$ cat src/rtl/pws_pkg.sv
package pws_pkg;
    localparam logic [1:0] TR_IDLE   = 2'b00;
    localparam logic [1:0] TR_BUSY   = 2'b01;
    localparam logic [1:0] TR_NONSEQ = 2'b10;
    localparam logic [1:0] TR_SEQ    = 2'b11;

    localparam logic [2:0] SZ_BYTE   = 3'b000;
    localparam logic [2:0] SZ_WORD   = 3'b010;

    localparam logic [2:0] BU_SINGLE = 3'b000;
    localparam logic [2:0] BU_INCR   = 3'b001;

    typedef enum logic [1:0] {
        PATH_MEM,
        PATH_CSR,
        PATH_IO,
        PATH_DROP
    } path_t;

    typedef enum logic [1:0] {
        ST_IDLE,
        ST_ADDR,
        ST_DATA,
        ST_CSR
    } state_t;
endpackage

$ cat src/rtl/pws_decode.sv
module pws_decode
    import pws_pkg::*;
#(
    parameter int AW      = 32,
    parameter int LANES   = 4,
    parameter int WIN_W   = 3,
    parameter int NUM_MEM = 4,
    parameter int BASE_W  = 8,
    parameter int CSR_ID  = 4,
    parameter int IO_ID   = 5
) (
    input  logic [WIN_W-1:0]          win,
    input  logic [LANES-1:0]          be,
    input  logic [AW-1:$clog2(LANES)] waddr,
    input  logic [NUM_MEM*BASE_W-1:0] bases,
    output path_t                     path,
    output logic                      full,
    output logic [AW-1:0]             xaddr
);
    localparam int LB = $clog2(LANES);

    logic [NUM_MEM-1:0]  win_hit;
    logic [BASE_W-1:0]   base_sel;
    path_t               raw_path;

    // one comparator per memory window
    genvar g;
    generate
        for (g = 0; g < NUM_MEM; g++) begin : g_hit
            assign win_hit[g] = (win == WIN_W'(g));
        end
    endgenerate

    always_comb begin
        base_sel = '0;
        for (int i = 0; i < NUM_MEM; i++) begin
            if (win_hit[i]) begin
                base_sel = bases[i*BASE_W +: BASE_W];
            end
        end
    end

    always_comb begin
        full  = &be;
        xaddr = {waddr, {LB{1'b0}}};
        if (|win_hit) begin
            raw_path = PATH_MEM;
            xaddr    = {base_sel, waddr[AW-BASE_W-1:LB], {LB{1'b0}}};
        end else if (win == WIN_W'(CSR_ID)) begin
            raw_path = PATH_CSR;
        end else if (win == WIN_W'(IO_ID)) begin
            raw_path = PATH_IO;
        end else begin
            raw_path = PATH_DROP;
        end
        path = raw_path;
        if ((raw_path == PATH_MEM || raw_path == PATH_IO) && be == '0) begin
            path = PATH_DROP;
        end
    end
endmodule

$ cat src/rtl/pws_lane_pick.sv
module pws_lane_pick #(
    parameter int LANES = 4
) (
    input  logic [LANES-1:0]         mask,
    output logic [$clog2(LANES)-1:0] idx,
    output logic [LANES-1:0]         rest
);
    localparam int IW = $clog2(LANES);

    // lowest set lane wins; rest is the mask with that lane removed
    always_comb begin
        idx = '0;
        for (int i = LANES - 1; i >= 0; i--) begin
            if (mask[i]) begin
                idx = IW'(i);
            end
        end
        rest = mask & (mask - LANES'(1));
    end
endmodule

$ cat src/rtl/pci_wr_splitter.sv
module pci_wr_splitter
    import pws_pkg::*;
#(
    parameter int AW      = 32,
    parameter int DW      = 32,
    parameter int WIN_W   = 3,
    parameter int NUM_MEM = 4,
    parameter int BASE_W  = 8,
    parameter int CSR_ID  = 4,
    parameter int IO_ID   = 5
) (
    input  logic                      clk,
    input  logic                      rst_n,
    input  logic                      rx_valid,
    input  logic [DW-1:0]             rx_data,
    input  logic [DW/8-1:0]           rx_be,
    input  logic [AW-1:0]             rx_addr,
    input  logic [WIN_W-1:0]          rx_win,
    input  logic                      rx_last,
    output logic                      rx_pop,
    input  logic [NUM_MEM*BASE_W-1:0] mem_base,
    output logic                      csr_req,
    input  logic                      csr_gnt,
    output logic [AW-1:0]             csr_addr,
    output logic [DW-1:0]             csr_wdata,
    output logic [DW/8-1:0]           csr_be,
    output logic [AW-1:0]             haddr,
    output logic [1:0]                htrans,
    output logic                      hwrite,
    output logic [2:0]                hsize,
    output logic [2:0]                hburst,
    output logic [DW-1:0]             hwdata,
    input  logic                      hready
);
    localparam int LANES = DW / 8;
    localparam int LB    = $clog2(LANES);
    localparam logic [AW-1:0] BEAT_STEP = AW'(LANES);

    state_t            state_q;
    logic [DW-1:0]     cur_data_q;
    logic [LANES-1:0]  cur_be_q;
    logic [AW-1:0]     cur_addr_q;
    logic              cur_last_q;
    logic [AW-1:0]     beat_addr_q;
    logic [LANES-1:0]  lanes_q;
    logic              beat_word_q;
    logic              beat_incr_q;
    logic              beat_seq_q;
    logic              burst_open_q;

    path_t             dec_path;
    logic              dec_full;
    logic [AW-1:0]     dec_addr;
    logic [LB-1:0]     head_lane;
    logic [LANES-1:0]  head_rest;
    logic [LB-1:0]     next_lane;
    logic [LANES-1:0]  next_rest;
    logic              contig;

    pws_decode #(
        .AW(AW), .LANES(LANES), .WIN_W(WIN_W), .NUM_MEM(NUM_MEM),
        .BASE_W(BASE_W), .CSR_ID(CSR_ID), .IO_ID(IO_ID)
    ) u_dec (
        .win   (rx_win),
        .be    (rx_be),
        .waddr (rx_addr[AW-1:LB]),
        .bases (mem_base),
        .path  (dec_path),
        .full  (dec_full),
        .xaddr (dec_addr)
    );

    pws_lane_pick #(.LANES(LANES)) u_pick_head (
        .mask (rx_be),
        .idx  (head_lane),
        .rest (head_rest)
    );

    pws_lane_pick #(.LANES(LANES)) u_pick_next (
        .mask (lanes_q),
        .idx  (next_lane),
        .rest (next_rest)
    );

    assign contig = (dec_addr == beat_addr_q + BEAT_STEP);

    // state register and beat bookkeeping
    always_ff @(posedge clk or negedge rst_n) begin
        if (!rst_n) begin
            state_q      <= ST_IDLE;
            cur_data_q   <= '0;
            cur_be_q     <= '0;
            cur_addr_q   <= '0;
            cur_last_q   <= 1'b0;
            beat_addr_q  <= '0;
            lanes_q      <= '0;
            beat_word_q  <= 1'b0;
            beat_incr_q  <= 1'b0;
            beat_seq_q   <= 1'b0;
            burst_open_q <= 1'b0;
        end else begin
            unique case (state_q)
                ST_IDLE: begin
                    if (rx_valid) begin
                        unique case (dec_path)
                            PATH_DROP: begin
                                burst_open_q <= 1'b0;
                            end
                            PATH_CSR: begin
                                cur_data_q   <= rx_data;
                                cur_be_q     <= rx_be;
                                cur_addr_q   <= rx_addr;
                                burst_open_q <= 1'b0;
                                state_q      <= ST_CSR;
                            end
                            PATH_MEM, PATH_IO: begin
                                cur_data_q <= rx_data;
                                cur_last_q <= rx_last;
                                state_q    <= ST_ADDR;
                                if (dec_full) begin
                                    beat_word_q <= 1'b1;
                                    beat_incr_q <= (dec_path == PATH_MEM);
                                    beat_seq_q  <= (dec_path == PATH_MEM) && burst_open_q && contig;
                                    beat_addr_q <= dec_addr;
                                    lanes_q     <= '0;
                                end else begin
                                    beat_word_q <= 1'b0;
                                    beat_incr_q <= 1'b0;
                                    beat_seq_q  <= 1'b0;
                                    beat_addr_q <= {dec_addr[AW-1:LB], head_lane};
                                    lanes_q     <= head_rest;
                                end
                                if (dec_path == PATH_IO || !dec_full) begin
                                    burst_open_q <= 1'b0;
                                end
                            end
                        endcase
                    end
                end
                ST_ADDR: begin
                    if (hready) begin
                        state_q <= ST_DATA;
                    end
                end
                ST_DATA: begin
                    if (hready) begin
                        if (lanes_q != '0) begin
                            beat_addr_q <= {beat_addr_q[AW-1:LB], next_lane};
                            lanes_q     <= next_rest;
                            state_q     <= ST_ADDR;
                        end else begin
                            burst_open_q <= beat_incr_q && !cur_last_q;
                            state_q      <= ST_IDLE;
                        end
                    end
                end
                ST_CSR: begin
                    if (csr_gnt) begin
                        state_q <= ST_IDLE;
                    end
                end
            endcase
        end
    end

    // outputs
    always_comb begin
        htrans = TR_IDLE;
        hwdata = '0;
        rx_pop = 1'b0;
        unique case (state_q)
            ST_IDLE: begin
                htrans = burst_open_q ? TR_BUSY : TR_IDLE;
                rx_pop = rx_valid && (dec_path == PATH_DROP);
            end
            ST_ADDR: begin
                htrans = beat_seq_q ? TR_SEQ : TR_NONSEQ;
            end
            ST_DATA: begin
                htrans = (beat_incr_q && !cur_last_q) ? TR_BUSY : TR_IDLE;
                hwdata = cur_data_q;
                rx_pop = hready && (lanes_q == '0);
            end
            ST_CSR: begin
                rx_pop = csr_gnt;
            end
        endcase
        haddr     = (htrans == TR_BUSY) ? beat_addr_q + BEAT_STEP : beat_addr_q;
        hwrite    = (htrans != TR_IDLE);
        hsize     = beat_word_q ? SZ_WORD : SZ_BYTE;
        hburst    = beat_incr_q ? BU_INCR : BU_SINGLE;
        csr_req   = (state_q == ST_CSR);
        csr_addr  = cur_addr_q;
        csr_wdata = cur_data_q;
        csr_be    = cur_be_q;
    end

    // a pop is only issued against a present head word
    a_r9_pop_needs_valid: assert property (@(posedge clk) disable iff (!rst_n)
        rx_pop |-> rx_valid);

    // a stalled address phase keeps its address, type and size
    a_r9_hold_addr: assert property (@(posedge clk) disable iff (!rst_n)
        ((htrans == TR_NONSEQ || htrans == TR_SEQ) && !hready)
        |=> ($stable(haddr) && $stable(htrans) && $stable(hsize)));

    // a SEQ beat only ever follows BUSY or a stalled SEQ
    a_r3_seq_in_burst: assert property (@(posedge clk) disable iff (!rst_n)
        (htrans == TR_SEQ) |-> ($past(htrans) == TR_BUSY || $past(htrans) == TR_SEQ));

    // byte-size beats are always fresh SINGLE transfers
    a_r5_byte_single: assert property (@(posedge clk) disable iff (!rst_n)
        ((htrans == TR_NONSEQ || htrans == TR_SEQ) && hsize == SZ_BYTE)
        |-> (hburst == BU_SINGLE && htrans == TR_NONSEQ));

    // the register request is held until granted, with steady fields
    a_r2_csr_hold: assert property (@(posedge clk) disable iff (!rst_n)
        (csr_req && !csr_gnt) |=> (csr_req && $stable(csr_addr) && $stable(csr_wdata)));

    // no bus activity while a register write is pending
    a_r2_bus_quiet: assert property (@(posedge clk) disable iff (!rst_n)
        csr_req |-> (htrans == TR_IDLE));
endmodule

$ cat config.mk
export PLATFORM = sky130hd
export DESIGN_NAME = pci_wr_splitter
export DESIGN_NICKNAME = d
export VERILOG_FILES = /design/src/rtl/pws_pkg.sv /design/src/rtl/pws_decode.sv /design/src/rtl/pws_lane_pick.sv /design/src/rtl/pci_wr_splitter.sv
export SDC_FILE = /design/constraint.sdc
export NUM_CORES = 1
export LEC_CHECK = 0
export ABC_AREA = 1
export BUFFER_PORTS_ARGS = -buffer_cell sky130_fd_sc_hd__buf_2
export CAP_MARGIN = 10
export CORE_UTILIZATION = 40
export CTS_BUF_LIST = sky130_fd_sc_hd__clkbuf_2
export CTS_CLUSTER_SIZE = 28
export DETAILED_ROUTE_END_ITERATION = 12
export GPL_TIMING_DRIVEN = 0
export PLACE_DENSITY = 0.7
export SLEW_MARGIN = 25
export SYNTH_ARGS = -nofsm -noshare
export SYNTH_HDL_FRONTEND = slang
export SYNTH_SLANG_ARGS = --single-unit
$ cat constraint.sdc
create_clock -name clk -period 1.7 [get_ports clk]
set_clock_uncertainty 0.05 [all_clocks]
set_input_delay 0.17 -clock clk [delete_from_list [all_inputs] [get_ports clk]]
set_output_delay 0.17 -clock clk [all_outputs]
set_load 0.005 [all_outputs]
==> reports/qor.txt, run 1 <==
combinational group share of total power: 66.3%
most frequent CP cell: nand2_1
number of global-route vias before repair: 9059
fin cells: 1716
ranking of synthesized cells by area: dfrtp_1 41%, nand2_1 17%, o21ai_0 9.2%
FP Rows: 46
Post-route DRC: 0
largest net degree at the start of global routing: 72
max_cap viols: 0
final setup margin: -1.41 ns
internal power: 0.00990 W
Initial Util: 41.5%
htree depth: 3
via count: 10112
leading area contributor after synthesis: dfrtp_1
Die X-Extent: 131 um
CP cell instances: nand2_1 > nor2_1 > nand4_1 > inv_2 > nand4_1 > nor2_1 > nand2_1 > nand2_1 > o21ai_1 > buf_2
post-DP HPWL: 17.4 mm
setup_tns: -88.68 ns
max-slew violation count: 0
setup violators final: 178
Setup CP Type: reg2out
commonest non-fill, non-tap cell in the layout: buf_2
CTS tree: built
Yosys top cell area share: 41.3%
clock slew at reported path FFs: 0.38 ns
GRT overflow: 0
Critical Path Max Stage Delay: 0.58 ns
Fin Hold WS: -0.00966 ns
Leakage: 6.52 nW
Seq/Total Area, Yosys: 41.3%
Die ar.: 17200 um^2
ANT nets after route: 0
worst slack at placement: -0.664 ns
Least-Margin Pin Slew: 0.603 ns
Max Freq: 322 MHz
initial antenna violation count: 1
commonest cells after routing, fill and taps aside: 244 x buf_2, 204 x nand2_1, 106 x inv_1
First DRT Iteration DRCs: 1553
gpl congestion: 0.929
Synth Cell Area: 6670 um^2
post-layout min period: 3.11 ns
Clk pwr share: 6.8%
Synth Instances: 974
CTS Buf Count: 9
Hold Path Class: in2reg
Clock Latency Late Sink: 0.74 ns
drt first pass iters: 7
failing checks: negative hold slack, negative setup slack
Pwr Density: 1430 nW/um^2
Sink Count: 110
Final period util: 183%
startpoint types: register
Port Buffers: 247
crit path max-delay cell type: dfrtp_1
RSZ-0062 raised after global routing: true
Core ar.: 16100 um^2
syn_area_per_cell: 6.85 um^2
critical path arrival: 2.89 ns
Final Hold Vio Count: 1
clk buf depth: 2
Via density: 5.89
first-pass GRT wire length: 46.6 mm
filler cell count: 853
Seq pwr share: 26.8%
CP Max Fanout: 5
Distinct cells, synth: 37
die height: 131 um
Clock Root Buffer: clkbuf_2
gr usage total: 34.4%
share of layout cells above drive strength 1: 51.8%
WL per Instance: 21.9 um
area grow syn2layout: 93.8%
Worst EP required: 1.48 ns
synth warn: 0
FF+latch count, synth: 110
status: finished with violations
I/O Pins: 252
CP Capture Type: primary output
Worst slew margin: 59.6%
dpl cells: 1441
Worst IR Drop VDD: 0.000968 V
Routed Wire Length: 37.6 mm
Sw Share: 46.5%
final instance area: 12900 um^2
DP Area: 8250 um^2
Nets: 1604
Switch Pwr: 0.00860 W
-- synth_stat cells, drive strengths merged --
| master | n |
|---|---|
| a21oi | 3 |
| a22oi | 1 |
| a31oi | 2 |
| and2 | 1 |
| buf | 21 |
| clkbuf | 21 |
| conb | 1 |
| dfrtp | 110 |
| ha | 1 |
| inv | 125 |
| mux2 | 14 |
| nand2 | 308 |
| nand3 | 87 |
| nand3b | 1 |
| nand4 | 16 |
| nor2 | 103 |
| nor3 | 6 |
| nor3b | 1 |
| o211ai | 2 |
| o21a | 1 |
| o21ai | 134 |
| o22ai | 2 |
| o31ai | 1 |
| o32ai | 1 |
| xnor2 | 1 |
| xor2 | 10 |
-- stage by stage --
step	total power [W]	util (%)	hold slack, ns
floorplan	0.00789	-	-0.176
global placement	0.0105	51.2	0.328
detailed placement	0.0106	51.4	0.0670
CTS	0.0157	73.2	0.0297
global route	0.0193	80.5	0.0497
finish	0.0185	80.5	-0.00966
-- critical path: cells and delay by family (launching register included) --
kind,cells,cell delay (ns)
AOI/OAI and AO/OA,1,0.07
buffers and inverters,2,0.26
DFF,1,0.58
and+or+nand+nor,7,1.24
-- per-layer routing --
metal  global-route usage (%)  wire length, um  vias to the layer above  share of wire, %
li1                         -                -                     4142                 -
met4                     20.1             3050                        0               8.1
met1                     39.6            12700                     4674                34
met3                     6.17             4620                      318                12
met5                        0                0                        -                 0
met2                     59.6            17200                      978                46
-- sequential cells by signal (all words and copies together), names as in the netlist --
name and flops:
beat_seq_q 1, beat_word_q 1, beat_addr_q 32, csr_addr 32, lanes_q 3, csr_wdata 32
state_q 2, burst_open_q 1, beat_incr_q 1, csr_be 4, cur_last_q 1
-- worst paths after layout --
check                                  end            start  cells after the start  slack, ns
setup / recovery                 haddr[26]  beat_addr_q[17]                     10      -1.41
hold / removal                  beat_seq_q     mem_base[20]                      8      -0.01
setup reg to reg                beat_seq_q   beat_addr_q[2]                     16      -1.18
hold reg to reg                csr_addr[8]      csr_addr[8]                      2       0.48
min in group asynchronous  beat_addr_q[20]            rst_n                      3       0.36
max in group asynchronous   beat_addr_q[4]            rst_n                      4       0.46
-- power by group through the flow --
stage,clock (W),sequential (W),combinational (W)
global placement,0,0.00473,0.00579
CTS,0.00121,0.00468,0.00978
global route,0.00137,0.00503,0.0129
floorplan,0,0.00466,0.00323
detailed placement,0,0.00473,0.00589
finish,0.00126,0.00496,0.0123
-- timing repair --
action | in CTS | in global routing
pin swaps | 41 | 65
buffers inserted | 106 | 54
hold buffers | 91 | 0
cloned | 23 | 3
setup endpoints to repair | 171 | 176
gates resized for setup | 437 | 237
endpoints found under the hold margin | 220 | 0
-- final cells by class --
cell class,instances,area (um^2),area share [%]
tap,216,270,2.09
inverter,125,494,3.82
multi-input combinational,702,4590,35.5
timing repair buffer,507,4080,31.6
clock inverter,5,40.0,0.310
clock buffer,11,55.1,0.426
sequential,110,2760,21.4
buffer,39,637,4.93
antenna,1,2.50,0.0194
-- kinds of logic (layout without fill, tap and decap cells) --
family	count (synthesis)	count (layout)	share of synthesized area (%)
AOI/OAI and AO/OA	147	147	11.3
xor gates and xnor gates	11	11	1.44
adders and majority gates	1	1	0.188
buffers and inverters	167	687	10.1
DFF	110	110	41.3
muxes	14	14	2.36
other	1	5	0.0562
and+or+nand+nor	523	525	33.2
Note: power is estimated with default switching activity, not from simulation.
==> run 2: changes to the inputs <==
SETUP_SLACK_MARGIN = 0.3   (was not set)
==> run 2 against run 1 <==
Net effect: the flow finishes with violations (negative setup slack); flip-flop and latch count stayed put; critical endpoint is now haddr[30]; critical path depth is the same; cell area is 2.0% lower; final cell count fell by 0.35%; die area did not move; worst hold slack improved by 0.013 ns; sequential share of layout area is 0.51 points higher; register-to-register slack improved by 0.38 ns; highest routed layer unchanged.
==> reports/qor.txt, run 2 (same netlist as run 1, synthesis figures left out) <==
first-pass GRT wire length: 46.5 mm (-0.16%)
Final Hold Vio Count: 0 (-1)
CTS Buf Count: 9 (unchanged)
CP Max Fanout: 10 (+5)
Final period util: 161% (-22 points)
die height: 131 um (unchanged)
WL per Instance: 19.5 um (-11%)
Post-Route Utilization: 78.9% (-1.6 points)
initial antenna violation count: 1 (unchanged)
Clock Root Buffer: clkbuf_2
Max Freq: 366 MHz (+14%)
Least-Margin Pin Slew: 0.690 ns (+0.0866 ns)
Sink Count: 110 (unchanged)
commonest cells after routing, fill and taps aside: 240 x buf_2, 223 x nand2_1, 110 x inv_1
Initial Util: 41.5% (unchanged)
Worst slew margin: 53.8% (-5.8 points)
gr usage total: 34.3% (-0.061 points)
failing checks: negative setup slack
post-layout min period: 2.74 ns (-0.369 ns)
Core ar.: 16100 um^2 (unchanged)
Leakage: 6.36 nW (-2.5%)
RSZ-0062 raised after global routing: true
Setup CP Type: reg2out
Worst EP required: 1.48 ns (about the same)
critical path arrival: 2.52 ns (-0.37 ns)
Hold Path Class: in2reg
Post-route DRC: 0 (unchanged)
largest net degree at the start of global routing: 74 (+2.8%)
drt first pass iters: 7 (unchanged)
max_cap viols: 0 (unchanged)
CTS tree: built
final instance area: 12700 um^2 (-2.0%)
max-slew violation count: 0 (unchanged)
CP Capture Type: primary output
Die ar.: 17200 um^2 (unchanged)
Port Buffers: 247 (unchanged)
setup violators final: 178 (unchanged)
commonest non-fill, non-tap cell in the layout: buf_2
post-DP HPWL: 17.8 mm (+2.1%)
startpoint types: register
Routed Wire Length: 33.3 mm (-12%)
First DRT Iteration DRCs: 802 (-48%)
Clock Latency Late Sink: 0.72 ns (-0.02 ns)
clk buf depth: 2 (unchanged)
DP Area: 8410 um^2 (+1.9%)
share of layout cells above drive strength 1: 49.0% (-2.9 points)
status: finished with violations
final setup margin: -1.04 ns (+0.369 ns)
gpl congestion: 0.951 (+2.4%)
Die X-Extent: 131 um (unchanged)
number of global-route vias before repair: 9059 (unchanged)
Via density: 5.45 (-7.5%)
htree depth: 3 (unchanged)
Worst IR Drop VDD: 0.000962 V (-0.65%)
Nets: 1598 (-0.37%)
GRT overflow: 0 (unchanged)
FP Rows: 46 (unchanged)
Pwr Density: 1440 nW/um^2 (+0.67%)
area grow syn2layout: 89.8%
clock slew at reported path FFs: 0.39 ns (about the same)
via count: 9321 (-7.8%)
I/O Pins: 252 (unchanged)
ANT nets after route: 0 (unchanged)
-- run 2: cell types whose count changed in the layout (fill, tap and decap cells not counted), moves of 8 or more --
| cell | change |
|---|---|
| nand2_1 | +19 |
| nand2_4 | -16 |
| o21ai_1 | +16 |
| buf_6 | +11 |
| buf_4 | -10 |
| o21ai_2 | -8 |
| o21ai_4 | -8 |
-- run 2: final cells by class --
class                      count  area, um^2
antenna                        1        2.50
buffer                        41         677
clock buffer                   9        45.0
clock inverter                 7         105
fill                         976        3390
inverter                     125         497
multi-input combinational    702        4320
sequential                   110        2770
tap                          216         270
timing repair buffer         499        3980
-- run 2: final timing paths --
| check | from | endpoint | slack (ns) | cells past startpoint |
|---|---|---|---|---|
| max | state_q[0] | haddr[30] | -1.04 | 10 |
| min | mem_base[2] | beat_addr_q[26] | 0.003 | 7 |
| max reg2reg | beat_addr_q[2] | beat_seq_q | -0.80 | 20 |
| min reg2reg | csr_addr[28] | csr_addr[28] | 0.49 | 1 |
| max in group asynchronous | rst_n | beat_addr_q[5] | 0.50 | 4 |
| min in group asynchronous | rst_n | beat_addr_q[28] | 0.37 | 3 |
-- run 2: per-layer routing --
| layer | track usage, % | vias to the layer above | share of wire [%] |
|---|---|---|---|
| met1 | 39.6 | 4402 | 37 |
| met3 | 6.13 | 172 | 8.5 |
| met5 | 0 | - | 0 |
| met4 | 20.1 | 0 | 5.9 |
| li1 | - | 4132 | - |
| met2 | 59.4 | 615 | 49 |
-- run 2: where the power goes --
part           internal [W]  switching (W)
logic               0.00581        0.00599
registers           0.00380        0.00108
clock network      0.000511        0.00106
-- run 2: timing repair --
| action | in CTS | in global routing |
|---|---|---|
| pin swaps | 34 | 24 |
| setup endpoints to repair | 248 | 249 |
| setup buffers | 91 | 41 |
| hold buffers | 96 | 0 |
| endpoints found under the hold margin | 220 | 0 |
| gates cloned | 23 | 2 |
| gates resized for setup | 367 | 155 |
-- run 2: metrics by stage --
stage / hold slack (ns) / setup WS, ns / setup TNS, ns / total power, W / cells
after global routing: -0.00408 / -1.08 / -112.02 / 0.0191 / 1710
after global placement: 0.324 / -1.17 / -121.01 / 0.0108 / 1440
after CTS: 0.00584 / -0.876 / -59.51 / 0.0159 / 1666
final: 0.00320 / -1.04 / -105.78 / 0.0182 / 1710
after detailed placement: 0.0485 / -0.476 / -18.15 / 0.0109 / 1441
after floorplan: -0.176 / -0.0497 / -0.0497 / 0.00813 / 977
-- run 2: worst max-delay path, cell delays in order (launching register included) --
cell and delay [ns]:
dfrtp_2 0.52, buf_6 0.13, nor2_4 0.17, nand2_2 0.12
nand2_4 0.15, inv_8 0.07, clkbuf_16 0.17, buf_8 0.14
nand2_1 0.06, o21ai_1 0.09, buf_2 0.15
